<file path="src/rtl/i2cm_pkg.sv">
package i2cm_pkg;
    localparam int DW   = 8;
    localparam int AW   = 7;
    localparam int RA_W = 3;

    localparam logic [RA_W-1:0] RA_CTRL = 3'd0;
    localparam logic [RA_W-1:0] RA_STAT = 3'd1;
    localparam logic [RA_W-1:0] RA_PRIM = 3'd2;
    localparam logic [RA_W-1:0] RA_SEC  = 3'd3;
    localparam logic [RA_W-1:0] RA_DATA = 3'd4;

    typedef enum logic [3:0] {
        S_IDLE, S_ADDR, S_ADDR_ACK, S_RX_DATA, S_RX_WAIT,
        S_RX_ACK, S_TX_DATA, S_TX_ACKCHK, S_TX_WAIT, S_SKIP
    } state_t;
endpackage

</file>
<file path="src/rtl/i2cm_line_sync.sv">
module i2cm_line_sync #(
    parameter int STAGES = 2
) (
    input  logic clk,
    input  logic rst_n,
    input  logic scl_in,
    input  logic sda_in,
    output logic scl_s,
    output logic sda_s,
    output logic scl_rise,
    output logic scl_fall,
    output logic start_det,
    output logic stop_det
);
    logic [STAGES-1:0] scl_p, sda_p;
    logic              scl_d, sda_d;

    always_ff @(posedge clk or negedge rst_n) begin
        if (!rst_n) begin
            scl_p <= '1;
            sda_p <= '1;
            scl_d <= 1'b1;
            sda_d <= 1'b1;
        end else begin
            scl_p[0] <= scl_in;
            sda_p[0] <= sda_in;
            for (int i = 1; i < STAGES; i++) begin
                scl_p[i] <= scl_p[i-1];
                sda_p[i] <= sda_p[i-1];
            end
            scl_d <= scl_p[STAGES-1];
            sda_d <= sda_p[STAGES-1];
        end
    end

    assign scl_s     = scl_p[STAGES-1];
    assign sda_s     = sda_p[STAGES-1];
    assign scl_rise  = scl_s & ~scl_d;
    assign scl_fall  = ~scl_s & scl_d;
    assign start_det = scl_s & scl_d & sda_d & ~sda_s;
    assign stop_det  = scl_s & scl_d & ~sda_d & sda_s;
endmodule

</file>
<file path="src/rtl/i2cm_addr_match.sv">
module i2cm_addr_match #(
    parameter int AW = 7
) (
    input  logic [AW-1:0] cand,
    input  logic [AW-1:0] prim,
    input  logic [AW-1:0] sec,
    input  logic          pair_mode,
    output logic          hit
);
    logic [AW-1:0] bit_ok;

    for (genvar i = 0; i < AW; i++) begin : g_bit
        assign bit_ok[i] = sec[i] | (cand[i] == prim[i]);
    end

    assign hit = pair_mode ? ((cand == prim) || (cand == sec)) : (&bit_ok);
endmodule

</file>
<file path="src/rtl/i2cm_regfile.sv">
module i2cm_regfile
    import i2cm_pkg::*;
(
    input  logic            clk,
    input  logic            rst_n,
    input  logic [RA_W-1:0] reg_addr,
    input  logic            reg_wr,
    input  logic            reg_rd,
    input  logic [DW-1:0]   reg_wdata,
    output logic [DW-1:0]   reg_rdata,
    output logic            smart,
    output logic            nack_next,
    output logic [AW-1:0]   prim,
    output logic [AW-1:0]   sec,
    output logic            pair_mode,
    output logic [DW-1:0]   data_q,
    output logic            dflag,
    output logic            hold,
    output logic            data_acc,
    input  logic            bus_set_flags,
    input  logic            bus_cap_en,
    input  logic [DW-1:0]   bus_cap,
    input  logic            rw_set,
    input  logic            rw_val,
    input  logic            mnack_set,
    input  logic            mnack_val
);
    logic rw_q, mnack_q, clr_d, clr_h, stat_wr;

    assign data_acc = (reg_wr | reg_rd) && (reg_addr == RA_DATA);
    assign stat_wr  = reg_wr && (reg_addr == RA_STAT);
    assign clr_d    = (stat_wr && reg_wdata[0]) || (smart && data_acc);
    assign clr_h    = (stat_wr && reg_wdata[1]) || (smart && data_acc);

    always_ff @(posedge clk or negedge rst_n) begin
        if (!rst_n) begin
            smart     <= 1'b0;
            nack_next <= 1'b0;
            prim      <= '0;
            sec       <= '0;
            pair_mode <= 1'b0;
            data_q    <= '0;
            dflag     <= 1'b0;
            hold      <= 1'b0;
            rw_q      <= 1'b0;
            mnack_q   <= 1'b0;
        end else begin
            if (reg_wr && reg_addr == RA_CTRL) begin
                smart     <= reg_wdata[0];
                nack_next <= reg_wdata[1];
            end
            if (reg_wr && reg_addr == RA_PRIM) prim <= reg_wdata[DW-1:1];
            if (reg_wr && reg_addr == RA_SEC) begin
                sec       <= reg_wdata[DW-1:1];
                pair_mode <= reg_wdata[0];
            end
            if (bus_cap_en)                         data_q <= bus_cap;
            else if (reg_wr && reg_addr == RA_DATA) data_q <= reg_wdata;
            if (bus_set_flags) begin
                dflag <= 1'b1;
                hold  <= 1'b1;
            end else begin
                if (clr_d) dflag <= 1'b0;
                if (clr_h) hold  <= 1'b0;
            end
            if (rw_set)    rw_q    <= rw_val;
            if (mnack_set) mnack_q <= mnack_val;
        end
    end

    always_comb begin
        case (reg_addr)
            RA_CTRL: reg_rdata = {6'b0, nack_next, smart};
            RA_STAT: reg_rdata = {4'b0, mnack_q, rw_q, hold, dflag};
            RA_PRIM: reg_rdata = {prim, 1'b0};
            RA_SEC:  reg_rdata = {sec, pair_mode};
            RA_DATA: reg_rdata = data_q;
            default: reg_rdata = '0;
        endcase
    end
endmodule

</file>
<file path="src/rtl/i2c_mask_slave.sv">
module i2c_mask_slave
    import i2cm_pkg::*;
#(
    parameter int SYNC_STAGES = 2
) (
    input  logic            clk,
    input  logic            rst_n,
    input  logic [RA_W-1:0] reg_addr,
    input  logic            reg_wr,
    input  logic            reg_rd,
    input  logic [DW-1:0]   reg_wdata,
    output logic [DW-1:0]   reg_rdata,
    output logic            irq,
    input  logic            scl_in,
    output logic            scl_oe,
    input  logic            sda_in,
    output logic            sda_oe
);
    localparam int CW = $clog2(DW + 1);
    localparam logic [CW-1:0] BYTE_END = CW'(DW);
    localparam logic [CW-1:0] TX_LAST  = CW'(DW - 1);

    state_t        state_q;
    logic [CW-1:0] cnt_q;
    logic [DW-1:0] shreg_q, txsh_q;
    logic          rw_q, mnack_q, ackdrv_q;

    logic scl_s, sda_s, scl_rise, scl_fall, start_det, stop_det;
    logic smart, nack_next, pair_mode, dflag, hold_q, data_acc, addr_hit;
    logic [AW-1:0] prim, sec;
    logic [DW-1:0] data_q;
    logic bus_set_flags, bus_cap_en, rw_set, mnack_set;

    i2cm_line_sync #(.STAGES(SYNC_STAGES)) u_sync (
        .clk(clk), .rst_n(rst_n), .scl_in(scl_in), .sda_in(sda_in),
        .scl_s(scl_s), .sda_s(sda_s), .scl_rise(scl_rise), .scl_fall(scl_fall),
        .start_det(start_det), .stop_det(stop_det)
    );

    i2cm_addr_match #(.AW(AW)) u_match (
        .cand(shreg_q[DW-1:1]), .prim(prim), .sec(sec),
        .pair_mode(pair_mode), .hit(addr_hit)
    );

    i2cm_regfile u_regs (
        .clk(clk), .rst_n(rst_n), .reg_addr(reg_addr), .reg_wr(reg_wr),
        .reg_rd(reg_rd), .reg_wdata(reg_wdata), .reg_rdata(reg_rdata),
        .smart(smart), .nack_next(nack_next), .prim(prim), .sec(sec),
        .pair_mode(pair_mode), .data_q(data_q), .dflag(dflag), .hold(hold_q),
        .data_acc(data_acc), .bus_set_flags(bus_set_flags),
        .bus_cap_en(bus_cap_en), .bus_cap(shreg_q), .rw_set(rw_set),
        .rw_val(shreg_q[0]), .mnack_set(mnack_set), .mnack_val(mnack_q)
    );

    // State register and bus datapath
    always_ff @(posedge clk or negedge rst_n) begin
        if (!rst_n) begin
            state_q  <= S_IDLE;
            cnt_q    <= '0;
            shreg_q  <= '0;
            txsh_q   <= '0;
            rw_q     <= 1'b0;
            mnack_q  <= 1'b0;
            ackdrv_q <= 1'b0;
        end else if (stop_det) begin
            state_q <= S_IDLE;
        end else if (start_det) begin
            state_q <= S_ADDR;
            cnt_q   <= '0;
        end else begin
            unique case (state_q)
                S_ADDR: begin
                    if (scl_rise && cnt_q != BYTE_END) begin
                        shreg_q <= {shreg_q[DW-2:0], sda_s};
                        cnt_q   <= cnt_q + 1'b1;
                    end else if (scl_fall && cnt_q == BYTE_END) begin
                        if (addr_hit) begin
                            state_q <= S_ADDR_ACK;
                            rw_q    <= shreg_q[0];
                        end else begin
                            state_q <= S_SKIP;
                        end
                    end
                end
                S_ADDR_ACK: begin
                    if (scl_fall) begin
                        cnt_q <= '0;
                        if (rw_q) begin
                            state_q <= S_TX_DATA;
                            txsh_q  <= data_q;
                        end else begin
                            state_q <= S_RX_DATA;
                        end
                    end
                end
                S_RX_DATA: begin
                    if (scl_rise && cnt_q != BYTE_END) begin
                        shreg_q <= {shreg_q[DW-2:0], sda_s};
                        cnt_q   <= cnt_q + 1'b1;
                    end else if (scl_fall && cnt_q == BYTE_END) begin
                        state_q <= S_RX_WAIT;
                    end
                end
                S_RX_WAIT: begin
                    if (!hold_q) begin
                        ackdrv_q <= ~nack_next;
                        state_q  <= S_RX_ACK;
                    end
                end
                S_RX_ACK: begin
                    if (scl_fall) begin
                        state_q <= S_RX_DATA;
                        cnt_q   <= '0;
                    end
                end
                S_TX_DATA: begin
                    if (scl_fall) begin
                        if (cnt_q == TX_LAST) begin
                            state_q <= S_TX_ACKCHK;
                        end else begin
                            txsh_q <= {txsh_q[DW-2:0], 1'b0};
                            cnt_q  <= cnt_q + 1'b1;
                        end
                    end
                end
                S_TX_ACKCHK: begin
                    if (scl_rise) mnack_q <= sda_s;
                    if (scl_fall) state_q <= S_TX_WAIT;
                end
                S_TX_WAIT: begin
                    if (!hold_q) begin
                        if (!mnack_q) begin
                            state_q <= S_TX_DATA;
                            txsh_q  <= data_q;
                            cnt_q   <= '0;
                        end else begin
                            state_q <= S_SKIP;
                        end
                    end
                end
                S_IDLE, S_SKIP: ;
                default: state_q <= S_IDLE;
            endcase
        end
    end

    // Outputs and events toward the register file
    always_comb begin
        sda_oe = 1'b0;
        scl_oe = 1'b0;
        unique case (state_q)
            S_ADDR_ACK: sda_oe = 1'b1;
            S_RX_ACK:   sda_oe = ackdrv_q;
            S_TX_DATA:  sda_oe = ~txsh_q[DW-1];
            S_RX_WAIT,
            S_TX_WAIT:  scl_oe = 1'b1;
            default: ;
        endcase
        bus_cap_en    = (state_q == S_RX_DATA) && scl_fall && (cnt_q == BYTE_END)
                        && !start_det && !stop_det;
        mnack_set     = (state_q == S_TX_ACKCHK) && scl_fall && !start_det && !stop_det;
        bus_set_flags = bus_cap_en || mnack_set;
        rw_set        = (state_q == S_ADDR) && scl_fall && (cnt_q == BYTE_END)
                        && addr_hit && !start_det && !stop_det;
        irq           = dflag;
    end
endmodule

</file>
<file path="config.mk">
export PLATFORM = sky130hd
export DESIGN_NAME = i2c_mask_slave
export DESIGN_NICKNAME = d
export VERILOG_FILES = /design/src/rtl/i2cm_pkg.sv /design/src/rtl/i2cm_line_sync.sv /design/src/rtl/i2cm_addr_match.sv /design/src/rtl/i2cm_regfile.sv /design/src/rtl/i2c_mask_slave.sv
export SDC_FILE = /design/constraint.sdc
export NUM_CORES = 1
export LEC_CHECK = 0
export BUFFER_PORTS_ARGS = -buffer_cell sky130_fd_sc_hd__buf_2
export CAP_MARGIN = 40
export CORE_MARGIN = 4
export CORE_UTILIZATION = 34
export CTS_CLUSTER_DIAMETER = 80
export DETAILED_ROUTE_END_ITERATION = 10
export PLACE_DENSITY = 0.62
export RECOVER_POWER = 50
export SLEW_MARGIN = 20
export SYNTH_ARGS = -nofsm -noshare
export SYNTH_HDL_FRONTEND = slang
export SYNTH_SLANG_ARGS = --single-unit
</file>
<file path="constraint.sdc">
create_clock -name clk -period 5.3 [get_ports clk]
set_input_delay 0.265 -clock clk [delete_from_list [all_inputs] [get_ports clk]]
set_output_delay 0.265 -clock clk [all_outputs]
set_load 0.005 [all_outputs]
</file>
=== Yosys cells after proc, flatten, opt, wreduce, memory -nomap -nowiden ===
Index checks and enable logic that the tools add are counted.

* Bits in registers: 62
* Input bits: 17
* Output and inout port bits: 11
* Logic and storage cells: 186

* Add/subtract/negate cells: 1
* Eq/ne operators: 49
* Multiplexer cells: 42
* Bitwise logic cells: 25
* Reduce and logical (&&, ||, !) cells: 48

{| class="wikitable"
|+ Operator list
! kind !! number
|-
| $mux W4 || 22
|-
| $mux W8 || 8
|-
| $ne A4 B4 Y1 const B || 12
|-
| $pmux W8 S5 || 1
|-
| $pmux W4 S9 || 1
|-
| $pmux W8 S3 || 1
|-
| $logic_and A1 B1 Y1 || 23
|-
| $eq A4 B3 Y1 const B || 5
|-
| $pmux W4 S4 || 1
|-
| $ne A3 B3 Y1 const B || 5
|-
| $eq A7 B7 Y1 || 2
|-
| $eq A4 B4 Y1 const B || 3
|-
| $ne A2 B2 Y1 const B || 6
|-
| $reduce_and A12 Y1 || 1
|-
| $reduce_and A4 Y1 || 3
|-
| $not A1 Y1 || 10
|-
| $reduce_and A9 Y1 || 1
|-
| $eq A4 B2 Y1 const B || 2
|-
| $or A1 B1 Y1 || 8
|-
| $reduce_and A8 Y1 || 1
|-
| $reduce_or A2 Y1 || 4
|-
| $and A1 B1 Y1 || 7
|-
| $eq A1 B1 Y1 || 7
|-
| $reduce_and A7 Y1 || 1
|-
| 17 further kinds || 30
|}

=== Longest topological paths before layout ===
Gate-level depths: netlist (run 1).

* Depth in word-level cells: 10
* Mapped depth: 10
* Gate-level depth less buffers: 9

=== Cells and area by module ===
From an unflattened synthesis (run 1), not the netlist that was laid out.

* Cell total of the unflattened synthesis: 337
* Area total of the unflattened synthesis: 3,619.7 µm²

{| class="wikitable"
|+ Modules (own cells, without submodules)
! module !! times used !! cells an instance !! area an instance (µm²)
|-
| i2c_mask_slave || 1 || 175 || 1,737.9
|-
| i2cm_regfile || 1 || 123 || 1,480.2
|-
| i2cm_addr_match || 1 || 29 || 211.5
|-
| i2cm_line_sync || 1 || 10 || 190.2
|}

=== Worst setup path before layout (run 1) ===
OpenSTA, ideal clock, no wires.

* Kind: register to register
* From: register cnt_q[0]
* To: register rw_q
* Setup time: 0.125 ns
* Arrival: 1.886 ns
* Data required time: 5.175 ns
* Path slack: 3.289 ns
* Cell stages (with the launch flop): 10
* Period minus slack after synthesis: 2.011 ns
* Cell sequence: dfrtp_1 -> inv_1 -> ha_1 -> nand2_1 -> nor3_1 -> nor2_1 -> nor3_2 -> and3_1 -> and3b_1 -> mux2_2

* Cells in the longest elaborated chain, start to end: 4

{| class="wikitable"
|+ Ends and longest elaborated chain
! element !! RTL line !! text
|-
| start: declaration || i2c_mask_slave.sv:24 || <nowiki>logic [CW-1:0] cnt_q;</nowiki>
|-
| start signal: assignment || i2c_mask_slave.sv:75 || <nowiki>cnt_q <= cnt_q + 1'b1;</nowiki>
|-
| start signal: assignment || i2c_mask_slave.sv:99 || <nowiki>cnt_q <= cnt_q + 1'b1;</nowiki>
|-
| start signal: assignment || i2c_mask_slave.sv:122 || <nowiki>cnt_q <= cnt_q + 1'b1;</nowiki>
|-
| $ne A4 B4 Y1 || i2c_mask_slave.sv:73 || <nowiki>if (scl_rise && cnt_q != BYTE_END) begin</nowiki>
|-
| $logic_and A1 B1 Y1 || i2c_mask_slave.sv:73 ||
|-
| $not A1 Y1 (no line) || - ||
|-
| $reduce_and A6 Y1 (no line) * || - ||
|-
| end signal: assignment || i2c_mask_slave.sv:79 || <nowiki>rw_q <= shreg_q[0];</nowiki>
|-
| end: declaration || i2c_mask_slave.sv:26 || <nowiki>logic rw_q, mnack_q, ackdrv_q;</nowiki>
|}

Every way passes the cells marked *; elsewhere a longest branch is shown, timed or not.
A chain may end at the register's enable or synchronous reset.

=== Final worst setup path (run 1) ===
* From: register state_q[0]
* To: register rw_q

* Cells in the longest elaborated chain, start to end: 2

{| class="wikitable"
|+ Ends and longest elaborated chain
! element !! RTL line !! text
|-
| start: declaration || i2c_mask_slave.sv:23 || <nowiki>state_t state_q;</nowiki>
|-
| start signal: assignment || i2c_mask_slave.sv:58 || <nowiki>state_q <= S_IDLE;</nowiki>
|-
| start signal: assignment || i2c_mask_slave.sv:66 || <nowiki>state_q <= S_IDLE;</nowiki>
|-
| start signal: assignment || i2c_mask_slave.sv:68 || <nowiki>state_q <= S_ADDR;</nowiki>
|-
| $eq A4 B1 Y1 || i2c_mask_slave.sv:71 || <nowiki>unique case (state_q)</nowiki>
|-
| $reduce_and A6 Y1 (no line) || - ||
|}

Every way passes these cells.

==> results of run 1 <==
cell type report:
type	instances	area (sq um)
Multi-Input combinational cell	255	1747
Clock buffer	11	151.4
Fill cell	970	5868
Sequential cell	62	1559
Tap cell	133	166.4
Timing Repair Buffer	32	195.2
Inverter	8	30.03
Clock inverter	5	57.56
synthesized netlist by cell type (3+ instances only):
| master | number | area, sq um |
|---|---|---|
| a21oi_1 | 17 | 85.08 |
| a22oi_1 | 5 | 37.54 |
| a31oi_1 | 8 | 50.05 |
| buf_2 | 4 | 20.02 |
| buf_4 | 3 | 22.52 |
| clkbuf_1 | 9 | 33.78 |
| dfrtp_1 | 56 | 1401 |
| dfstp_2 | 6 | 157.7 |
| inv_1 | 8 | 30.03 |
| mux2_2 | 30 | 337.8 |
| mux2i_1 | 15 | 150.1 |
| nand2_1 | 35 | 131.4 |
| nand2b_1 | 6 | 37.54 |
| nand3_1 | 10 | 50.05 |
| nand3b_1 | 4 | 30.03 |
| nand4b_1 | 3 | 26.28 |
| nor2_1 | 29 | 108.9 |
| nor2b_1 | 6 | 37.54 |
| nor3_1 | 5 | 25.02 |
| o21ai_0 | 17 | 85.08 |
| o22ai_1 | 4 | 25.02 |
| o31ai_1 | 3 | 22.52 |
| xnor2_1 | 10 | 87.58 |
| xor2_1 | 8 | 70.07 |
through the flow:
step	setup WS [ns]	util	std cells	total power, mW	hold slack (ns)
3_3_place_gp	2.935	0.3737	487	1.336	0.3467
5_1_grt	2.705	0.3996	506	1.907	0.006232
4_1_cts	2.846	0.3962	504	1.792	0.004487
2_1_floorplan	3.289	-	341	1.203	-0.03059
3_5_place_dp	2.870	0.3748	488	1.354	0.3470
6_report	2.826	0.3996	506	1.783	0.02822
per-layer routing:
layer,up-vias,GRT usage,routed length [um]
met5,-,0,0
met4,0,0.04959,115
met3,8,0.02925,340
met2,55,0.2131,3653
met1,1323,0.2023,3843
li1,1280,-,-
path summary, 6_finish.rpt:
kind                                   end  slack (ns)  cells after the start
max                                   rw_q        2.83                      6
min                        u_sync.sda_p[0]        0.03                      1
max reg2reg                           rw_q        2.83                      6
min reg2reg                u_sync.sda_p[1]        0.36                      0
max in group asynchronous     u_sync.sda_d        4.23                      4
min in group asynchronous         cnt_q[1]        0.44                      3
report_power, final:
part | leakage (nW) | internal, mW | switching, mW
Sequential | 0.747 | 0.615 | 0.184
Combinational | 0.823 | 0.278 | 0.275
Clock | 0.0976 | 0.242 | 0.190
Total | 1.67 | 1.13 | 0.649
repair_timing:
item                      in CTS  in global routing
hold buffers                   0                  1
hold endpoints to repair       0                  4
buffers inserted               0                  0
kinds of logic (layout without fill, tap and decap cells):
kind of cell / Yosys count / in the layout / share of synthesized area
AND/OR/NAND/NOR: 119 / 119 / 0.1834
AO/OA/AOI/OAI: 71 / 71 / 0.1320
flip-flops: 62 / 62 / 0.4569
multiplexers: 45 / 45 / 0.1430
buffers and inverters: 24 / 56 / 0.03117
XOR/XNOR: 18 / 18 / 0.04620
adder cells (fa/ha/maj): 2 / 2 / 0.007333
state kept, by name, indices dropped and copies added, names as in the netlist, 2 cells and up:
signal         cells
u_regs.sec         7
shreg_q            8
state_q            4
u_sync.scl_p       2
u_regs.prim        7
txsh_q             8
cnt_q              4
u_sync.sda_p       2
u_regs.data_q      8
==> impl_metrics.tcl, run 1 <==
set metrics [dict create \
    status "completed" \
    cts_inserted_buffers 9 \
    grt_pass1_vias 2559 \
    avgSynthCellArea_sq_um 10.01 \
    path_cells "inv_1 > o221a_2 > nor3_2 > and3_1 > and3b_1 > mux2_2" \
    path_class "reg -> reg" \
    worstSetupStartpoint "state_q[0]" \
    end_kind "flop" \
    synth_area_sq_um 3412 \
    yosys_warnings 0 \
    dieArea_sq_um 11700 \
    antenna_found_initial 0 \
    cellPowerDensity_nw_per_um2 456.5 \
    ys_seq_area_frac 0.4569 \
    grt_max_degree 63 \
    ant_nets 0 \
    grt_usage 0.1416 \
    relSlewSlack 0.4828 \
    initial_core_util 0.3491 \
    final_nets 387 \
    crit_family "simple AND/OR/NAND/NOR gates" \
    async_flop_share 1.000 \
    rows 36 \
    final_cell_area_sq_um 3906 \
    max_stage_delay_ns 0.71 \
    grt_overflow_total 0 \
    synth_edf_count 0 \
    die_height_um 108.2 \
    critPathBufInv 1 \
    io_pins 28 \
    clk_latency_ns 0.34 \
    setup_tns_ns 0 \
    worst_path_max_delay_cell "dfrtp_1" \
    area_growth_pct 14.48 \
    setup_violations 0 \
    first_pass_iters 4 \
    cp-start-kind "flop" \
    min_from "sda_in" \
    ys_seq_elements 62 \
    syn_inst 341 \
    die_x_um 108.2 \
    critPathArrivalTime_ns 2.69 \
    port_buffers 27 \
    syn_nets 360 \
    reg2reg_from "state_q[0]" \
    max-cap-violations 0 \
    cts_num_sinks 62 \
    min_path_type "in -> reg" \
    vias 2666 \
    routedWlPerCell_um 15.72 \
    place_area_sq_um 3664 \
    skew_ns 0.01185 \
    drive_above_1_share 0.2306 \
    worstPathRequired_ns 5.52 \
    path_clk_slew_ns 0.07 \
    cts-root-buf "clkbuf_8" \
    drc 0 \
    p_leak_nw 1.668 \
    grt_pass1_wl_um 12990 \
    fmax_ghz 0.4041 \
    clockBufferDepth 2 \
    wirelength_um 7952 \
    vdd_drop_max_mv 0.2330 \
    dp_hpwl_um 5760 \
    layout_common_cells "dfrtp_1 (56), nand2_1 (35), mux2_2 (30)" \
    cts_resized 0 \
    via_per_inst 5.269 \
    cts_tree "done" \
    crit_path_max_fanout 18 \
    core_sq_um 9774 \
    hold_violations 0 \
    antenna_cells 0 \
    rsz0062_at_grt "no" \
    ys.flop_type "dfrtp_1" \
    gp_congestion 0.8872 \
    fin_crit_ns 2.474 \
    final_common_cell "dfrtp_1" \
    period_share 0.4669 \
    tightest_slew_ns 0.7637 \
    slew_violations 0 \
    clock_tree.htree_level_count 3 \
    drtIter0Drc 222 \
    ys_types 54 \
]
Power figures use the tool's default switching activity.
==> run 2, diff against run 1 <==
==> constraint.sdc (replaced) <==
create_clock -name clk -period 2.6 [get_ports clk]
set_input_delay 0.13 -clock clk [delete_from_list [all_inputs] [get_ports clk]]
set_output_delay 0.13 -clock clk [all_outputs]
set_load 0.005 [all_outputs]
==> run 2 against run 1 <==
Critical path type unchanged; largest power group unchanged; clock-buffer cell count is the same; flip-flop and latch count is the same; via count grew 1.2%; critical endpoint unchanged; the run now ends with max-capacitance violations, max-slew violations left; largest cell class unchanged; core utilization grew 0.42 points; power grew 110%; global-route usage grew 0.64 points.
==> impl_metrics.tcl, run 2 (synthesized netlist as in run 1, its figures left out) <==
set metrics [dict create \
    status "finished, violations left" \
    violations "max-capacitance violations, max-slew violations" \
    ant_nets 0 \
    vias 2698 \
    cts-root-buf "clkbuf_8" \
    clk_latency_ns 0.34 \
    crit_family "simple AND/OR/NAND/NOR gates" \
    worst_path_max_delay_cell "dfrtp_1" \
    clock_tree.htree_level_count 3 \
    port_buffers 27 \
    die_height_um 108.2 \
    dieArea_sq_um 11700 \
    routedWlPerCell_um 16.15 \
    path_clk_slew_ns 0.08 \
    tightest_slew_ns 1.741 \
    die_x_um 108.2 \
    path_class "reg -> reg" \
    setup_tns_ns 0 \
    slew_violations 31 \
    grt_pass1_wl_um 13360 \
    rsz0062_at_grt "no" \
    largestRegisters "shreg_q x8, txsh_q x8, u_regs.data_q x8" \
    cellPowerDensity_nw_per_um2 957.2 \
    final_common_cell "dfrtp_1" \
    fin_crit_ns 2.336 \
    p_leak_nw 1.694 \
    fmax_ghz 0.4281 \
    reg2reg_from "state_q[3]" \
    min_from "reg_wdata[4]" \
    vdd_drop_max_mv 0.4770 \
    r2r-end "rw_q" \
    fin_util 0.4039 \
    max-cap-violations 1 \
    via_per_inst 5.270 \
    antenna_found_initial 0 \
    grt_overflow_total 0 \
    cts_tree "done" \
    r2r_slack_ns 0.26 \
    drtIter0Drc 173 \
    setup_violations 0 \
    rows 36 \
    cts_resized 0 \
    cp_num_cells 7 \
    cts_inserted_buffers 9 \
    skew_ns 0.01093 \
    grt_max_degree 31 \
    wirelength_um 8267 \
    clockBufferDepth 2 \
    first_pass_iters 4 \
    area_growth_pct 15.70 \
    critPathArrivalTime_ns 2.55 \
    grt_pass1_vias 2583 \
    gp_congestion 0.9170 \
    min_path_type "in -> reg" \
    core_sq_um 9774 \
    drive_above_1_share 0.2269 \
    critPathBufInv 0 \
    dp_hpwl_um 5989 \
    cts_num_sinks 62 \
    drc 0 \
    crit_end "rw_q" \
    final_cells 512 \
    initial_core_util 0.3491 \
    end_kind "flop" \
    final_nets 393 \
    layout_common_cells "dfrtp_1 (56), nand2_1 (35), nor2_1 (29), mux2_2 (29), buf_2 (24)" \
    crit_path_max_fanout 15 \
    antenna_cells 0 \
    worstPathRequired_ns 2.82 \
    relSlewSlack -0.1606 \
    period_share 0.8984 \
    cts_setup_buffers 0 \
    cp-start-kind "flop" \
    place_inst 493 \
    nFillCells 967 \
    hold_violations 0 \
    grt_usage 0.1480 \
    path_cells "nor2b_2 > nand2_2 > o32ai_1 > nor3_2 > and3_1 > and3b_1 > mux2_2" \
    max_stage_delay_ns 0.65 \
    worstSetupStartpoint "state_q[3]" \
    io_pins 28 \
    reg2regPathDepth 7 \
]
## run 2: cell count changes in the layout (fill, tap and decap cells not counted), moves of 2 or more
cell | previous run | this run
clkbuf_2 | 0 | 2
buf_4 | 1 | 5
clkinvlp_4 | 3 | 1
buf_2 | 27 | 24
dlygate4sd3_1 | 1 | 3
clkbuf_1 | 1 | 4
## run 2: routing by layer
layer	share of wire	vias up	global-route usage	wire [um]
met5	0	-	0	0
li1	-	1296	-	-
met1	0.48	1326	0.2129	3997
met4	0.014	0	0.06222	114
met3	0.042	9	0.02209	348
met2	0.46	67	0.2220	3806
## run 2: final cells by class
type,count,area [sq um],area share
well taps,133,166.4,0.04216
inverters,8,30.03,0.007607
multi-input cells,255,1747,0.4425
clock inverters,5,81.33,0.02060
clock buffers,11,151.4,0.03835
flip-flops and latches,62,1559,0.3949
repair buffers,38,212.7,0.05388
## run 2: through the flow
stage                     setup slack, ns  hold slack [ns]  total power [mW]  cell area (sq um)
after floorplan                    0.5891          -0.1656             2.453               3412
after global placement             0.3802           0.2115             2.775               3697
after detailed placement           0.3185           0.2165             2.802               3697
after CTS                          0.2917          0.03200             3.800               3960
after global routing               0.1131          0.04193             4.030               3948
final                              0.2641          0.04803             3.778               3948
## run 2: worst min path at each step
stage,slack [ns],cells after the start,end
finish,0.05,2,u_regs.sec[3]
CTS,0.03,2,u_regs.sec[3]
global route,0.04,2,u_regs.sec[3]
floorplan,-0.17,0,ackdrv_q
detailed placement,0.22,1,cnt_q[1]
global placement,0.21,1,cnt_q[1]
## run 2: where the power goes
part	internal (mW)	leakage [nW]	switching, mW
clock network	0.592	0.116	0.394
registers	1.25	0.747	0.339
logic	0.588	0.832	0.612
## run 2: timing repair
action,4_1_cts,5_1_grt
endpoints found under the hold margin,24,0
endpoints found under the setup margin,0,0
hold buffers,3,0
==> run 3, diff against run 2 <==
--- a/config.mk
+++ b/config.mk
@@ -8,11 +8,12 @@
 export BUFFER_PORTS_ARGS = -buffer_cell sky130_fd_sc_hd__buf_2
 export CAP_MARGIN = 40
 export CORE_MARGIN = 4
-export CORE_UTILIZATION = 34
+export CORE_UTILIZATION = 45
 export CTS_CLUSTER_DIAMETER = 80
 export DETAILED_ROUTE_END_ITERATION = 10
-export PLACE_DENSITY = 0.62
+export PLACE_DENSITY = 0.75
 export RECOVER_POWER = 50
+export SKIP_CTS_REPAIR_TIMING = 1
 export SLEW_MARGIN = 20
 export SYNTH_ARGS = -nofsm -noshare
 export SYNTH_HDL_FRONTEND = slang
==> run 3 against run 2 <==
The flow now finishes without violations; core utilization grew 13 points; final area shrank 1.6%; sequential share of layout area grew 0.62 points; register-to-register slack is essentially flat; clock-buffer cell count shrank 2; non-clock buffer count shrank 1; critical endpoint unchanged; global-route usage grew 4.5 points; worst hold slack lost 0.0050 ns; clock skew is essentially flat; sequential power is essentially flat; fmax grew 0.44%; clock power shrank 4.9%.
==> impl_metrics.tcl, run 3 (synthesized netlist as in run 1, its figures left out) <==
set metrics [dict create \
    die_height_um 95.08 \
    worstSetupStartpoint "shreg_q[3]" \
    final_nets 392 \
    clk_latency_ns 0.35 \
    pwr-share-comb 0.319 \
    crit_end "rw_q" \
    globalRouteMet2Util 0.2845 \
    max-cap-violations 0 \
    die_x_um 95.08 \
    initial_core_util 0.4679 \
    crit_path_max_fanout 5 \
    grt_pass1_vias 2655 \
    place_inst 458 \
    path_clk_slew_ns 0.08 \
    hold_violations 0 \
    gp_congestion 0.9111 \
    cellPowerDensity_nw_per_um2 962.4 \
    use_met1 0.2730 \
    drc 0 \
    grt_overflow_total 0 \
    fin_crit_ns 2.326 \
    routedWlPerCell_um 16.89 \
    setup_tns_ns 0 \
    reg2regPathDepth 6 \
    vias 2719 \
    reg2reg_from "shreg_q[3]" \
    grt_pass1_wl_um 13300 \
    cp-start-kind "flop" \
    clock_tree.htree_level_count 3 \
    min_path_type "in -> reg" \
    p_switching_mw 1.363 \
    layout_common_cells "dfrtp_1 (56), nand2_1 (35), mux2_2 (30)" \
    dieArea_sq_um 9039 \
    period_share 0.8945 \
    antenna_cells 0 \
    largestRegisters "shreg_q x8, txsh_q x8, u_regs.data_q x8" \
    final_cells 477 \
    cts_tree "done" \
    antenna_found_initial 0 \
    io_pins 28 \
    path_class "reg -> reg" \
    met3_usage 0.02920 \
    r2r-end "rw_q" \
    p_sw_frac 0.3645 \
    internal_power_mw 2.377 \
    dp_hpwl_um 5805 \
    vdd_drop_max_mv 0.3224 \
    via_per_inst 5.700 \
    fmax_ghz 0.4300 \
    critPathArrivalTime_ns 2.55 \
    rsz0062_at_grt "no" \
    skew_ns 0.01116 \
    final_common_cell "dfrtp_1" \
    status "completed" \
    end_kind "flop" \
    worstPathRequired_ns 2.83 \
    slew_violations 0 \
    ant_nets 0 \
    p_seq_frac 0.430 \
    cts-root-buf "clkbuf_8" \
    tightest_slew_ns 1.176 \
    drive_above_1_share 0.2275 \
    core_sq_um 7292 \
    grt_usage 0.1931 \
    grt_max_degree 24 \
    port_buffers 27 \
    p_leak_nw 1.680 \
    cts_inserted_buffers 9 \
    rows 31 \
    setup_violations 0 \
    p_clk_frac 0.251 \
    cts_num_sinks 62 \
    grt-busiest-layer "met2" \
    area_growth_pct 13.90 \
    drtIter0Drc 261 \
    wirelength_um 8055 \
    clockBufferDepth 2 \
    relSlewSlack 0.2157 \
    r2r_slack_ns 0.27 \
    first_pass_iters 5 \
]
## run 3: changes by cell type in the layout (fill, tap and decap cells not counted)
| cell | before | now |
|---|---|---|
| buf_2 | 24 | 25 |
| buf_4 | 5 | 4 |
| clkbuf_2 | 2 | 1 |
| clkbuf_8 | 11 | 9 |
| clkinvlp_4 | 1 | 2 |
| inv_6 | 0 | 1 |
| mux2_1 | 1 | 0 |
| mux2_2 | 29 | 30 |
## run 3: worst max-delay path: stages, from the launching register on
cell      delay [ns]
dfrtp_1         0.43
xor2_1          0.21
a22oi_1         0.23
o221ai_1        0.15
o41ai_1         0.53
and3b_1         0.31
mux2_2          0.34
## run 3: power by group through the flow
stage | Clock (mW) | Combinational [mW] | Sequential (mW)
2_1_floorplan | 0 | 0.981 | 1.47
3_3_place_gp | 0 | 1.14 | 1.60
3_5_place_dp | 0 | 1.18 | 1.61
4_1_cts | 0.953 | 1.19 | 1.60
5_1_grt | 0.997 | 1.34 | 1.65
6_report | 0.938 | 1.19 | 1.61
## run 3: metal layers
layer / vias up / part of all wire
met5: - / 0
met4: 0 / 0.030
met3: 18 / 0.039
met2: 75 / 0.46
met1: 1337 / 0.47
li1: 1289 / -
## run 3: per-stage QoR
stage | total power [mW] | worst slack (ns) | instance area, sq um | hold WS (ns) | utilization
after floorplan | 2.453 | 0.5891 | 3412 | -0.1656 | -
after global placement | 2.734 | 0.4122 | 3647 | 0.1209 | 0.5002
after detailed placement | 2.787 | 0.2999 | 3647 | 0.1363 | 0.5002
after CTS | 3.744 | 0.2777 | 3869 | -0.2349 | 0.5305
after global routing | 3.983 | 0.1317 | 3886 | 0.02899 | 0.5329
final | 3.740 | 0.2744 | 3886 | 0.04300 | 0.5329
## run 3: layout make-up
class                   instances  area, sq um
flip-flops and latches         62         1559
multi-input cells             255         1747
repair buffers                 37        205.2
well taps                      99        123.9
inverters                       8        30.03
clock inverters                 7        97.59
fillers                       683         3406
clock buffers                   9        123.9
## run 3: worst min-delay path by stage
stage / from / end / slack (ns) / cells past startpoint
after CTS: rst_n / rw_q / -0.23 / 1
final: reg_wdata[7] / u_regs.sec[6] / 0.04 / 2
after global routing: reg_wdata[6] / u_regs.sec[5] / 0.03 / 2
after global placement: rst_n / mnack_q / 0.12 / 1
after floorplan: rst_n / ackdrv_q / -0.17 / 0
after detailed placement: rst_n / mnack_q / 0.14 / 1
